==> src/rtl/rsq_pkg.sv <==
package rsq_pkg;
    localparam int FLAG_W  = 3;
    localparam int FLG_POC = 0;
    localparam int FLG_EXT = 1;
    localparam int FLG_WDT = 2;

    typedef enum logic [1:0] {
        ST_STRETCH = 2'd0,
        ST_RUN     = 2'd1,
        ST_WDT     = 2'd2
    } rsq_state_e;
endpackage

==> src/rtl/rsq_sync.sv <==
module rsq_sync #(
    parameter int STAGES = 2
) (
    input  logic clk,
    input  logic arst_n,
    input  logic pin_n,
    output logic active
);
    logic [STAGES-1:0] chain;

    always_ff @(posedge clk or negedge arst_n) begin
        if (!arst_n) chain <= '1;
        else         chain <= {chain[STAGES-2:0], pin_n};
    end

    assign active = ~chain[STAGES-1];
endmodule

==> src/rtl/rsq_timer.sv <==
module rsq_timer #(
    parameter int DELAY_CYC = 64
) (
    input  logic clk,
    input  logic arst_n,
    input  logic load,
    input  logic dec,
    output logic zero
);
    localparam int CNT_W = (DELAY_CYC > 1) ? $clog2(DELAY_CYC) : 1;
    localparam logic [CNT_W-1:0] RELOAD = CNT_W'(DELAY_CYC - 1);

    logic [CNT_W-1:0] cnt;

    always_ff @(posedge clk or negedge arst_n) begin
        if (!arst_n)              cnt <= RELOAD;
        else if (load)            cnt <= RELOAD;
        else if (dec && cnt != '0) cnt <= cnt - 1'b1;
    end

    assign zero = (cnt == '0);


    reload_value_chk: assert property (@(posedge clk) disable iff (!arst_n)
        load |=> cnt == RELOAD);


    cnt_bound_chk: assert property (@(posedge clk) disable iff (!arst_n)
        cnt <= RELOAD);
endmodule

==> src/rtl/rsq_flags.sv <==
module rsq_flags
    import rsq_pkg::*;
(
    input  logic              clk,
    input  logic              arst_n,
    input  logic [FLAG_W-1:0] set_vec,
    input  logic              clr_we,
    input  logic [FLAG_W-1:0] clr_data,
    output logic [FLAG_W-1:0] flags
);
    localparam logic [FLAG_W-1:0] POC_VAL = FLAG_W'(1) << FLG_POC;

    logic [FLAG_W-1:0] clr_mask;

    assign clr_mask = clr_we ? clr_data : '0;

    always_ff @(posedge clk or negedge arst_n) begin
        if (!arst_n) flags <= POC_VAL;
        else         flags <= (flags & ~clr_mask) | set_vec;
    end


    set_wins_chk: assert property (@(posedge clk) disable iff (!arst_n)
        |set_vec |=> ((flags & $past(set_vec)) == $past(set_vec)));


    clear_chk: assert property (@(posedge clk) disable iff (!arst_n)
        (clr_we && set_vec == '0) |=> ((flags & $past(clr_data)) == '0));
endmodule

==> src/rtl/rsq_fsm.sv <==
module rsq_fsm
    import rsq_pkg::*;
(
    input  logic clk,
    input  logic arst_n,
    input  logic ext_act,
    input  logic wdt_req,
    input  logic cnt_zero,
    output logic cnt_dec,
    output logic sys_rst,
    output logic wdt_sys_rst
);
    rsq_state_e state, state_nx;

    always_comb begin
        state_nx = state;
        unique case (state)
            ST_STRETCH: if (!ext_act && !wdt_req && cnt_zero) state_nx = ST_RUN;
            ST_RUN: begin
                if (ext_act)      state_nx = ST_STRETCH;
                else if (wdt_req) state_nx = ST_WDT;
            end
            ST_WDT: begin
                if (ext_act)                   state_nx = ST_STRETCH;
                else if (!wdt_req && cnt_zero) state_nx = ST_RUN;
            end
            default: state_nx = ST_STRETCH;
        endcase
    end

    always_ff @(posedge clk or negedge arst_n) begin
        if (!arst_n) state <= ST_STRETCH;
        else         state <= state_nx;
    end

    always_comb begin
        sys_rst     = 1'b1;
        wdt_sys_rst = 1'b1;
        cnt_dec     = 1'b1;
        unique case (state)
            ST_STRETCH: begin sys_rst = 1'b1; wdt_sys_rst = 1'b1; cnt_dec = 1'b1; end
            ST_RUN:     begin sys_rst = 1'b0; wdt_sys_rst = 1'b0; cnt_dec = 1'b0; end
            ST_WDT:     begin sys_rst = 1'b0; wdt_sys_rst = 1'b1; cnt_dec = 1'b1; end
            default:    begin sys_rst = 1'b1; wdt_sys_rst = 1'b1; cnt_dec = 1'b1; end
        endcase
    end


    ext_asserts_chk: assert property (@(posedge clk) disable iff (!arst_n)
        ext_act |=> (sys_rst && wdt_sys_rst));


    wdt_only_chk: assert property (@(posedge clk) disable iff (!arst_n)
        (!sys_rst && !ext_act && wdt_req) |=> (wdt_sys_rst && !sys_rst));


    outputs_nested_chk: assert property (@(posedge clk) disable iff (!arst_n)
        sys_rst |-> wdt_sys_rst);
endmodule

==> src/rtl/rsq_reset_seq.sv <==
module rsq_reset_seq
    import rsq_pkg::*;
#(
    parameter int DELAY_CYC = 64
) (
    input  logic              clk,
    input  logic              supply_ok,
    input  logic              ext_rst_n,
    input  logic              wdt_req,
    input  logic              flag_we,
    input  logic [FLAG_W-1:0] flag_wdata,
    output logic [FLAG_W-1:0] flag_rdata,
    output logic              sys_rst,
    output logic              wdt_sys_rst
);
    logic ext_act;
    logic cnt_zero;
    logic cnt_dec;
    logic [FLAG_W-1:0] set_vec;

    rsq_sync #(.STAGES(2)) u_sync (
        .clk    (clk),
        .arst_n (supply_ok),
        .pin_n  (ext_rst_n),
        .active (ext_act)
    );

    rsq_timer #(.DELAY_CYC(DELAY_CYC)) u_timer (
        .clk    (clk),
        .arst_n (supply_ok),
        .load   (ext_act | wdt_req),
        .dec    (cnt_dec),
        .zero   (cnt_zero)
    );

    rsq_fsm u_fsm (
        .clk         (clk),
        .arst_n      (supply_ok),
        .ext_act     (ext_act),
        .wdt_req     (wdt_req),
        .cnt_zero    (cnt_zero),
        .cnt_dec     (cnt_dec),
        .sys_rst     (sys_rst),
        .wdt_sys_rst (wdt_sys_rst)
    );

    always_comb begin
        set_vec          = '0;
        set_vec[FLG_EXT] = ext_act;
        set_vec[FLG_WDT] = wdt_req;
    end

    rsq_flags u_flags (
        .clk      (clk),
        .arst_n   (supply_ok),
        .set_vec  (set_vec),
        .clr_we   (flag_we),
        .clr_data (flag_wdata),
        .flags    (flag_rdata)
    );


    ext_flag_chk: assert property (@(posedge clk) disable iff (!supply_ok)
        ext_act |=> flag_rdata[FLG_EXT]);
endmodule

==> config.mk <==
export PLATFORM = sky130hd
export DESIGN_NAME = rsq_reset_seq
export DESIGN_NICKNAME = d
export VERILOG_FILES = /design/src/rtl/rsq_pkg.sv /design/src/rtl/rsq_sync.sv /design/src/rtl/rsq_timer.sv /design/src/rtl/rsq_flags.sv /design/src/rtl/rsq_fsm.sv /design/src/rtl/rsq_reset_seq.sv
export SDC_FILE = /design/constraint.sdc
export NUM_CORES = 1
export LEC_CHECK = 0
export CELL_PAD_IN_SITES_DETAIL_PLACEMENT = 1
export CELL_PAD_IN_SITES_GLOBAL_PLACEMENT = 1
export CORE_ASPECT_RATIO = 0.7
export CORE_MARGIN = 2
export CORE_UTILIZATION = 30
export DETAILED_ROUTE_END_ITERATION = 8
export PLACE_DENSITY = 0.72
export SLEW_MARGIN = 20
export SYNTH_ARGS = -nofsm -noshare
export SYNTH_HDL_FRONTEND = slang
export SYNTH_HIERARCHICAL = 1
export SYNTH_SLANG_ARGS = --single-unit
==> constraint.sdc <==
create_clock -name clk -period 1.7 [get_ports clk]
set_clock_uncertainty 0.05 [all_clocks]
set_input_delay 0.255 -clock clk [delete_from_list [all_inputs] [get_ports clk]]
set_output_delay 0.255 -clock clk [all_outputs]
set_load 0.03 [all_outputs]
# Word level (Yosys, flattened, before mapping)
# Index checks and enable logic that the tools add are counted.
# totals
ff_bits	13
output_inout_bits	5
elab_cells	37
# classes
addsub	1
eq_ne	5
mux	11
bitwise_logic	5
n_reduce_logical	11
# op_table
operator	count
6-bit 2-to-1 mux	2
2-bit 2-to-1 mux	5
6-bit zero test	1
2-bit case mux with 3 select lines	1
6-bit nonzero test	1
6-bit by 1-bit subtractor with 6-bit output (second input constant)	1
1-bit logical AND	4
3-bit bitwise AND	1
3-bit 2-to-1 mux	1
3-bit by 2-bit != test with 1-bit output (second input constant)	1
3-bit != test (second input constant)	1
3-bit inverter	1
3-bit bitwise OR	1
3-bit AND reduction	1
2-bit by 1-bit equality test with 1-bit output (second input constant)	1
2-bit equality test (second input constant)	1
2-bit zero test	1
1-bit 2-to-1 mux	2
2-bit by 1-bit != test with 1-bit output (second input constant)	1
2-bit nonzero test	1
2-bit OR reduction	1
1-bit zero test	1
1-bit inverter	1
1-bit bitwise OR	1

# Depth between registers and ports, before layout
# Gate-level depths: netlist of the first run.
# logic_depth
ltp_word	5
ltp_mapped	7

# By module
# Netlist of the first run, hierarchy kept.
# by_module_without_submodules
mod	n_inst	cells_per_inst	area_per_inst_um2
rsq_timer	1	40	395.4
rsq_fsm	1	21	190.2
rsq_flags	1	9	110.1
rsq_sync	1	3	56.3
rsq_reset_seq	1	2	10.0

# Least setup slack after synthesis of the first run
# Ideal clock, no wire load.
# synth_timing
kind	register -> register
start	register u_fsm.state[0]
end	register u_timer.cnt[3]
setup_time_ns	0.087
arrival_time_ns	1.501
slack_ns	0.062
stages_incl_launch_ff	7
cell_sequence	dfrtp_1 -> ha_1 -> inv_1 -> buf_6 -> or4b_1 -> a21oi_1 -> o31ai_1
# synth_between
elab_chain_len	4
# synth_lines
item	line_no	source
start: declaration	rsq_fsm.sv:13	rsq_state_e state, state_nx;
start signal: assignment	rsq_fsm.sv:33	else state <= state_nx;
2-bit by 1-bit equality test with 1-bit output	rsq_fsm.sv:40	unique case (state)
1-bit 2-to-1 mux	rsq_fsm.sv:40	
net cnt_dec	rsq_reset_seq.sv:18	logic cnt_dec;
1-bit logical AND	rsq_timer.sv:18	else if (dec && cnt != '0) cnt <= cnt - 1'b1;
2-bit nonzero test (no source line)	-	
end signal: assignment	rsq_timer.sv:18	
end: declaration	rsq_timer.sv:13	logic [CNT_W-1:0] cnt;
# The timed path passes the listed nets, and every way through them passes these cells.
# A chain may end at the register's enable or synchronous reset.

# Worst setup path in the final report of the first run
# layout_timing
start	register u_timer.cnt[4]
end	register u_fsm.state[1]
# layout_between
elab_chain_len	4
elab_cells_between_ends	6
cone_classes	2 x eq/ne; 4 x reduce/logical
# layout_lines
item	line_no	source
6-bit zero test *	rsq_timer.sv:21	assign zero = (cnt == '0);
net cnt_zero	rsq_reset_seq.sv:17	logic cnt_zero;
1-bit logical AND (on tied branches)	rsq_fsm.sv:25, rsq_fsm.sv:18	
3-bit by 2-bit != test with 1-bit output (no source line) / 2-bit by 1-bit != test with 1-bit output (equally long branches)	-	
3-bit AND reduction (no source line) *	-	
# Mark *: on every way through the listed nets, which the timed path passes. The rest lies on a longest branch.

==> results.md, run 1 <==
- CP max stage delay: 0.45 ns
- CTS tree: yes
- Switching Share: 26.8%
- R2R cell count: 4
- Worst r2r dst: u_fsm/state[1]$_DFFE_PN0P_
- R2R Setup Slk: 0.07 ns
- Status: finished, final reports clean
- Share of layout cells above drive strength 1: 35.0%
- Power, Total: 661 uW
- I/O Pins: 13
- Power per Cell Area: 625 nW/um^2
- Core area: 2440 um^2
- Fin nets: 115
- Post-synthesis register bit count: 13
- Clock Tree Root: clkbuf_4
- P_leak: 0.000440 uW
- Gate power share: 18.2%
- Die X: 64.2 um
- Routed wl met3: 79 um
- Vias: 680
- Largest net degree at the start of global routing: 14
- Final Cycle Share: 96.0%
- Std-Cell Rows: 15
- Sequential power share: 51.2%
- CP Capture Type: flip-flop
- FF-to-FF Start: u_timer/cnt[4]$_DFFE_PN1P_
- Worst path slowest cell: or3_1
- CTS H-tree lvls: 1
- Residual DRC: 0
- Worst-Skew Late Latency: 0.28 ns
- Quantity of I/O buffers inserted on ports: 12
- Slew Viols, Final: 0
- Worst path bufs/invs: 0
- Hold Crit Class: in2async
- Final WL: 2070 um
- Antenna Nets Post-Route: 0
- Critical Path RT: 1.82 ns
- Synthesized Nets: 89
- Final setup fails: 0
- Chip Height: 46.2 um
- Clock power share: 30.5%
- Minimum clock period after layout: 1.63 ns
- CTS max path bufs: 2
- DRT Pass-1 Iters: 4
- WL/cell: 15.5 um
- Ys Warns: 6
- CTS Sinks: 13
- Syn Std Cell Area: 762 um^2
- Psw: 177 uW
- CP Cell Sequence: or3_1, nor2_1, a21boi_1, o221a_2
- Startpoint Class: flip-flop
- DP HPWL: 1490 um
- Peak Freq: 0.613 GHz
- M1 WL: 964 um
- Critical Path AT: 1.75 ns
- Antenna cells: 0
- Gpl congestion: 0.732
- Metal2 WL: 1000 um
- Synthesis-to-layout area growth: 38.8%
- Int Pwr: 484 uW
- Kind of critical path: reg2reg
- Maximum vdd drop: 244 uV
- Hold Violations, Final: 0
- TritonCTS buffer count: 3
- DP Cell Count: 128
- First-pass GRT wire length: 3530 um
- Initial antenna violation count: 0
- GR Overflow Total: 0
- Library cells used by synthesis: 28
- Kind of cell with the highest combined delay on the critical path: simple AND/OR/NAND/NOR gates
- Via-per-instance ratio: 5.07
- Layout Cells excl Fill: 134
- Avg Cell Area, Syn: 10.2 um^2
- Max Cap Violations: 0
- Die area: 2970 um^2
- Sequential area share after synthesis: 44.2%
- Cell count after synthesis: 75
- Initial Utilization: 31.2%
- Drt first-iter violations: 27
- Max layer used: met4
- CTS hold repair buffers: 0
- Vias in the first global route: 738
- Gr usage total: 16.4%
- Clock transition at path regs: 0.09 ns
- CP max FO: 4
## per-layer routing
metal | vias up | track usage [%]
li1 | 316 | -
met1 | 345 | 19.7
met2 | 17 | 29.0
met3 | 2 | 4.16
met4 | 0 | 6.38
met5 | - | 0
## kinds of logic after synthesis
group,synth area share [%]
AND/OR/NAND/NOR,16.9
other,0.492
multiplexers,1.31
adder cells (fa/ha/maj),9.85
AO/OA/AOI/OAI,19.7
flip-flops,44.2
buffers and inverters,7.55
## synthesized netlist by cell type, drive strengths merged
cell type  n  area share (%)
conb       1            0.49
dfrtp      4              13
a21o       4             3.9
a21boi     1            0.99
nand4bb    1             1.5
nand4      1            0.82
or3        1            0.82
dfstp      9              31
a32o       3             3.9
o31ai      4             3.9
nor2b      2             1.6
nor3       3             2.0
o221a      1             1.5
mux2i      1             1.3
or4b       1             1.3
a22o       1             1.1
a311oi     2             2.3
ha         6             9.9
nand2b     1            0.82
nand2      4             2.0
a21oi      3             2.0
nor4b      2             2.3
inv        9             4.4
or2        1            0.82
nor2       6             3.0
buf        3             3.1
## worst reg2reg max path, stage by stage (launching register included)
cell and delay (ns):
dfstp_2 0.39, or3_1 0.45, nor2_1 0.26, a21boi_1 0.13, o221a_2 0.24
## power by group through the flow
stage | sequential, uW | clock, uW | combinational [uW]
floorplan | 354 | 0 | 36.4
global placement | 346 | 0 | 102
detailed placement | 347 | 0 | 107
CTS | 339 | 211 | 114
global route | 341 | 229 | 131
finish | 339 | 202 | 121
## timing repair
| action | CTS | global route |
|---|---|---|
| pin swaps | 1 | 0 |
| buffers inserted | 2 | 0 |
| gates resized for setup | 3 | 9 |
| endpoints found under the setup margin | 5 | 7 |
| cloned | 0 | 0 |
## worst max-delay path by stage
stage / end / cells after the start / startpoint / slack (ns)
4_1_cts: u_fsm/state[0]$_DFFE_PN0P_ / 6 / u_timer/cnt[0]$_DFFE_PN1P_ / 0.002
3_3_place_gp: u_timer/cnt[1]$_DFFE_PN1P_ / 5 / wdt_req / 0.02
2_1_floorplan: u_timer/cnt[3]$_DFFE_PN1P_ / 6 / u_fsm/state[0]$_DFFE_PN0P_ / 0.06
3_5_place_dp: u_timer/cnt[1]$_DFFE_PN1P_ / 5 / wdt_req / -0.06
5_1_grt: u_timer/cnt[1]$_DFFE_PN1P_ / 5 / u_timer/cnt[0]$_DFFE_PN1P_ / -0.006
6_report: u_fsm/state[1]$_DFFE_PN0P_ / 4 / u_timer/cnt[4]$_DFFE_PN1P_ / 0.07
## per-stage QoR
step	utilization, %	TNS, ns	worst slack [ns]	cell area, um^2	hold slack [ns]
2_1_floorplan	-	0	0.0620	762	-0.0906
3_3_place_gp	39.8	0	0.0186	971	0.298
3_5_place_dp	39.8	-0.103	-0.0625	971	0.301
4_1_cts	41.9	0	0.00176	1020	0.218
5_1_grt	43.3	-0.00904	-0.00632	1060	0.235
6_report	43.3	0	0.0680	1060	0.223
## placed cells by master (no fill, tap or decap), types with 2 or more instances in the layout
| master | Yosys | layout |
|---|---|---|
| o31ai_1 | 4 | 4 |
| a21o_1 | 4 | 4 |
| dfstp_2 | 9 | 9 |
| a311oi_2 | 0 | 2 |
| nor3_1 | 3 | 3 |
| ha_1 | 6 | 4 |
| nand2_1 | 4 | 4 |
| clkdlybuf4s50_1 | 0 | 9 |
| nor2_1 | 6 | 6 |
| buf_4 | 1 | 13 |
| dfrtp_1 | 4 | 3 |
| a32o_1 | 3 | 3 |
| nor2b_1 | 2 | 2 |
| clkbuf_4 | 0 | 3 |
| a21oi_1 | 3 | 3 |
| inv_1 | 9 | 8 |
## state kept, by name, indices dropped and copies added (netlist names)
| name | cells |
|---|---|
| u_sync/chain | 2 |
| u_flags/flags | 3 |
| u_fsm/state | 2 |
| u_timer/cnt | 6 |
## area by class of cell
| class | count | area (um^2) |
|---|---|---|
| multi-input cells | 50 | 409 |
| repair buffers | 24 | 208 |
| flip-flops and latches | 13 | 338 |
| clock buffers | 4 | 26.3 |
| inverters | 9 | 33.8 |
| well taps | 34 | 42.5 |
| fillers | 286 | 1380 |
Power figures use the tool's default switching activity.
==> inputs of run 2 (changes only) <==
- PLACE_DENSITY: 0.72 -> 0.69
- clock period: 1.7 -> 1.8 ns (I/O delays scaled with it)
==> results.md, run 2 (same netlist as run 1, synthesis figures left out) <==
- FF-to-FF Start: u_timer/cnt[0]$_DFFE_PN1P_
- Antenna cells: 0 (unchanged)
- Antenna Nets Post-Route: 0 (unchanged)
- Most flops, register: u_timer/cnt
- Gpl congestion: 0.739 (+0.90%)
- Final setup fails: 0 (unchanged)
- Quantity of I/O buffers inserted on ports: 12 (unchanged)
- Clock transition at path regs: 0.09 ns (about the same)
- Worst path bufs/invs: 4 (+4)
- R2R cell count: 6 (+2)
- Max Cap Violations: 0 (unchanged)
- Die area: 2970 um^2 (unchanged)
- Chip Height: 46.2 um (unchanged)
- CP max FO: 10 (+6)
- Worst path slowest cell: dfrtp_1
- Footprint of the multi-input gates: 387 um^2 (-5.5%)
- Synthesis-to-layout area growth: 32.2%
- Max reg flops: 6 (unchanged)
- Worst-Skew Late Latency: 0.28 ns (about the same)
- DP Cell Count: 123 (-3.9%)
- Die X: 64.2 um (unchanged)
- Final core occ: 41.3% (-2.1 points)
- P_leak: 0.000416 uW (-5.5%)
- Slew Viols, Final: 0 (unchanged)
- GR Overflow Total: 0 (unchanged)
- Most frequent cells in the layout: buf_4, clkdlybuf4s50_1, dfstp_2, inv_1, nor2_1
- Power per Cell Area: 605 nW/um^2 (-3.2%)
- Startpoint Class: flip-flop
- Minimum clock period after layout: 1.72 ns
- Hold Crit Class: in2async
- Kind of critical path: reg2out
- Residual DRC: 0 (unchanged)
- CTS max path bufs: 2 (unchanged)
- Clock Tree Root: clkbuf_4
- RSZ-0062 raised after global routing: no
- Vias in the first global route: 671 (-9.1%)
- First-pass GRT wire length: 3220 um (-8.8%)
- Fin nets: 112 (-2.6%)
- WL/cell: 14.3 um (-7.8%)
- Final WL: 1870 um (-9.8%)
- Worst path depth: 5 (+1)
- DP HPWL: 1440 um (-3.3%)
- Critical path startpoint: u_fsm/state[1]$_DFFE_PN0P_
- Crit path capture: wdt_sys_rst
- I/O Pins: 13 (unchanged)
- Final WS setup: 0.0759 ns (+0.00795 ns)
- Std-Cell Rows: 15 (unchanged)
- Maximum vdd drop: 298 uV (+22%)
- Hold Violations, Final: 0 (unchanged)
- Initial Utilization: 31.2% (unchanged)
- Critical Path AT: 1.40 ns (-0.35 ns)
- Vias: 644 (-5.3%)
- TritonCTS buffer count: 3 (unchanged)
- Peak Freq: 0.580 GHz
- Final Cycle Share: 95.8%
- CP max stage delay: 0.42 ns (-0.03 ns)
- DP Worst Slack: -0.0485 ns (+0.0140 ns)
- Commonest non-fill, non-tap cell in the layout: buf_4
- Fill cell count: 298 (+4.2%)
- Initial antenna violation count: 0 (unchanged)
- DRT Pass-1 Iters: 2 (-2)
- Core area: 2440 um^2 (unchanged)
- CP Capture Type: primary output
- Register Area: 337 um^2 (-0.37%)
- Share of layout cells above drive strength 1: 26.8% (-8.2 points)
- Critical Path RT: 1.48 ns (-0.34 ns)
- Regs by FF count: u_timer/cnt (6), u_flags/flags (3)
- Layout Cells excl Fill: 131 (-2.2%)
- R2R Setup Slk: 0.11 ns (+0.04 ns)
- Largest net degree at the start of global routing: 14 (unchanged)
- Kind of cell with the highest combined delay on the critical path: buffers and inverters
- Drt first-iter violations: 9 (-67%)
- CTS Sinks: 13 (unchanged)
- Status: finished, final reports clean
- Worst r2r dst: u_fsm/state[0]$_DFFE_PN0P_
- Gr usage total: 14.7% (-1.7 points)
- Setup TNS: 0 ns (unchanged)
- CTS H-tree lvls: 1 (unchanged)
- Power, Total: 609 uW (-7.8%)
- CP Cell Sequence: inv_1, ha_4, inv_1, buf_4, buf_4
- Via-per-instance ratio: 4.92 (-3.1%)
- CTS tree: yes
run 2: metal layers:
| metal | vias up | routed length, um | part of all wire [%] | global-route usage, % |
|---|---|---|---|---|
| met5 | - | 0 | 0 | 0 |
| met4 | 0 | 11 | 0.59 | 2.55 |
| met3 | 2 | 87 | 4.7 | 5.38 |
| met2 | 13 | 918 | 49 | 26.5 |
| met1 | 319 | 853 | 46 | 17.5 |
| li1 | 310 | - | - | - |
run 2: cell type report:
type | instances | share of cell area, %
flip-flops and latches | 13 | 33.4
repair buffers | 21 | 18.0
clock buffers | 4 | 2.61
well taps | 34 | 4.22
inverters | 9 | 3.35
multi-input cells | 50 | 38.4
run 2: repair_timing:
action / CTS / global route
pin swaps: 0 / 1
setup endpoints to repair: 2 / 4
buffers inserted: 1 / 3
hold buffers: 0 / 0
gates resized for setup: 2 / 3
gates cloned: 0 / 0
run 2: per-stage QoR:
step	hold slack, ns	cell area (um^2)
after floorplan	-0.0756	762
after global placement	0.297	933
after detailed placement	0.300	933
after CTS	0.227	972
after global routing	0.232	1010
final	0.230	1010
run 2: worst min-delay path by stage:
stage                         startpoint                    endpoint  slack [ns]  depth (start not counted)
2_1_floorplan                  supply_ok  u_flags/flags[1]$_DFF_PN0_       -0.08                          0
3_3_place_gp   u_sync/chain[0]$_DFF_PN1_   u_sync/chain[1]$_DFF_PN1_        0.30                          0
3_5_place_dp   u_sync/chain[0]$_DFF_PN1_   u_sync/chain[1]$_DFF_PN1_        0.30                          0
4_1_cts                        supply_ok  u_flags/flags[2]$_DFF_PN0_        0.23                          2
5_1_grt                        supply_ok  u_flags/flags[2]$_DFF_PN0_        0.23                          2
6_report                       supply_ok  u_flags/flags[2]$_DFF_PN0_        0.23                          2
run 2: power by group:
group,internal [uW],leakage [uW],total (uW),switching (uW)
Sequential,313,0.000143,321,8.13
Clock,86.0,0.0000150,190,104
Combinational,49.9,0.000258,98.1,48.3
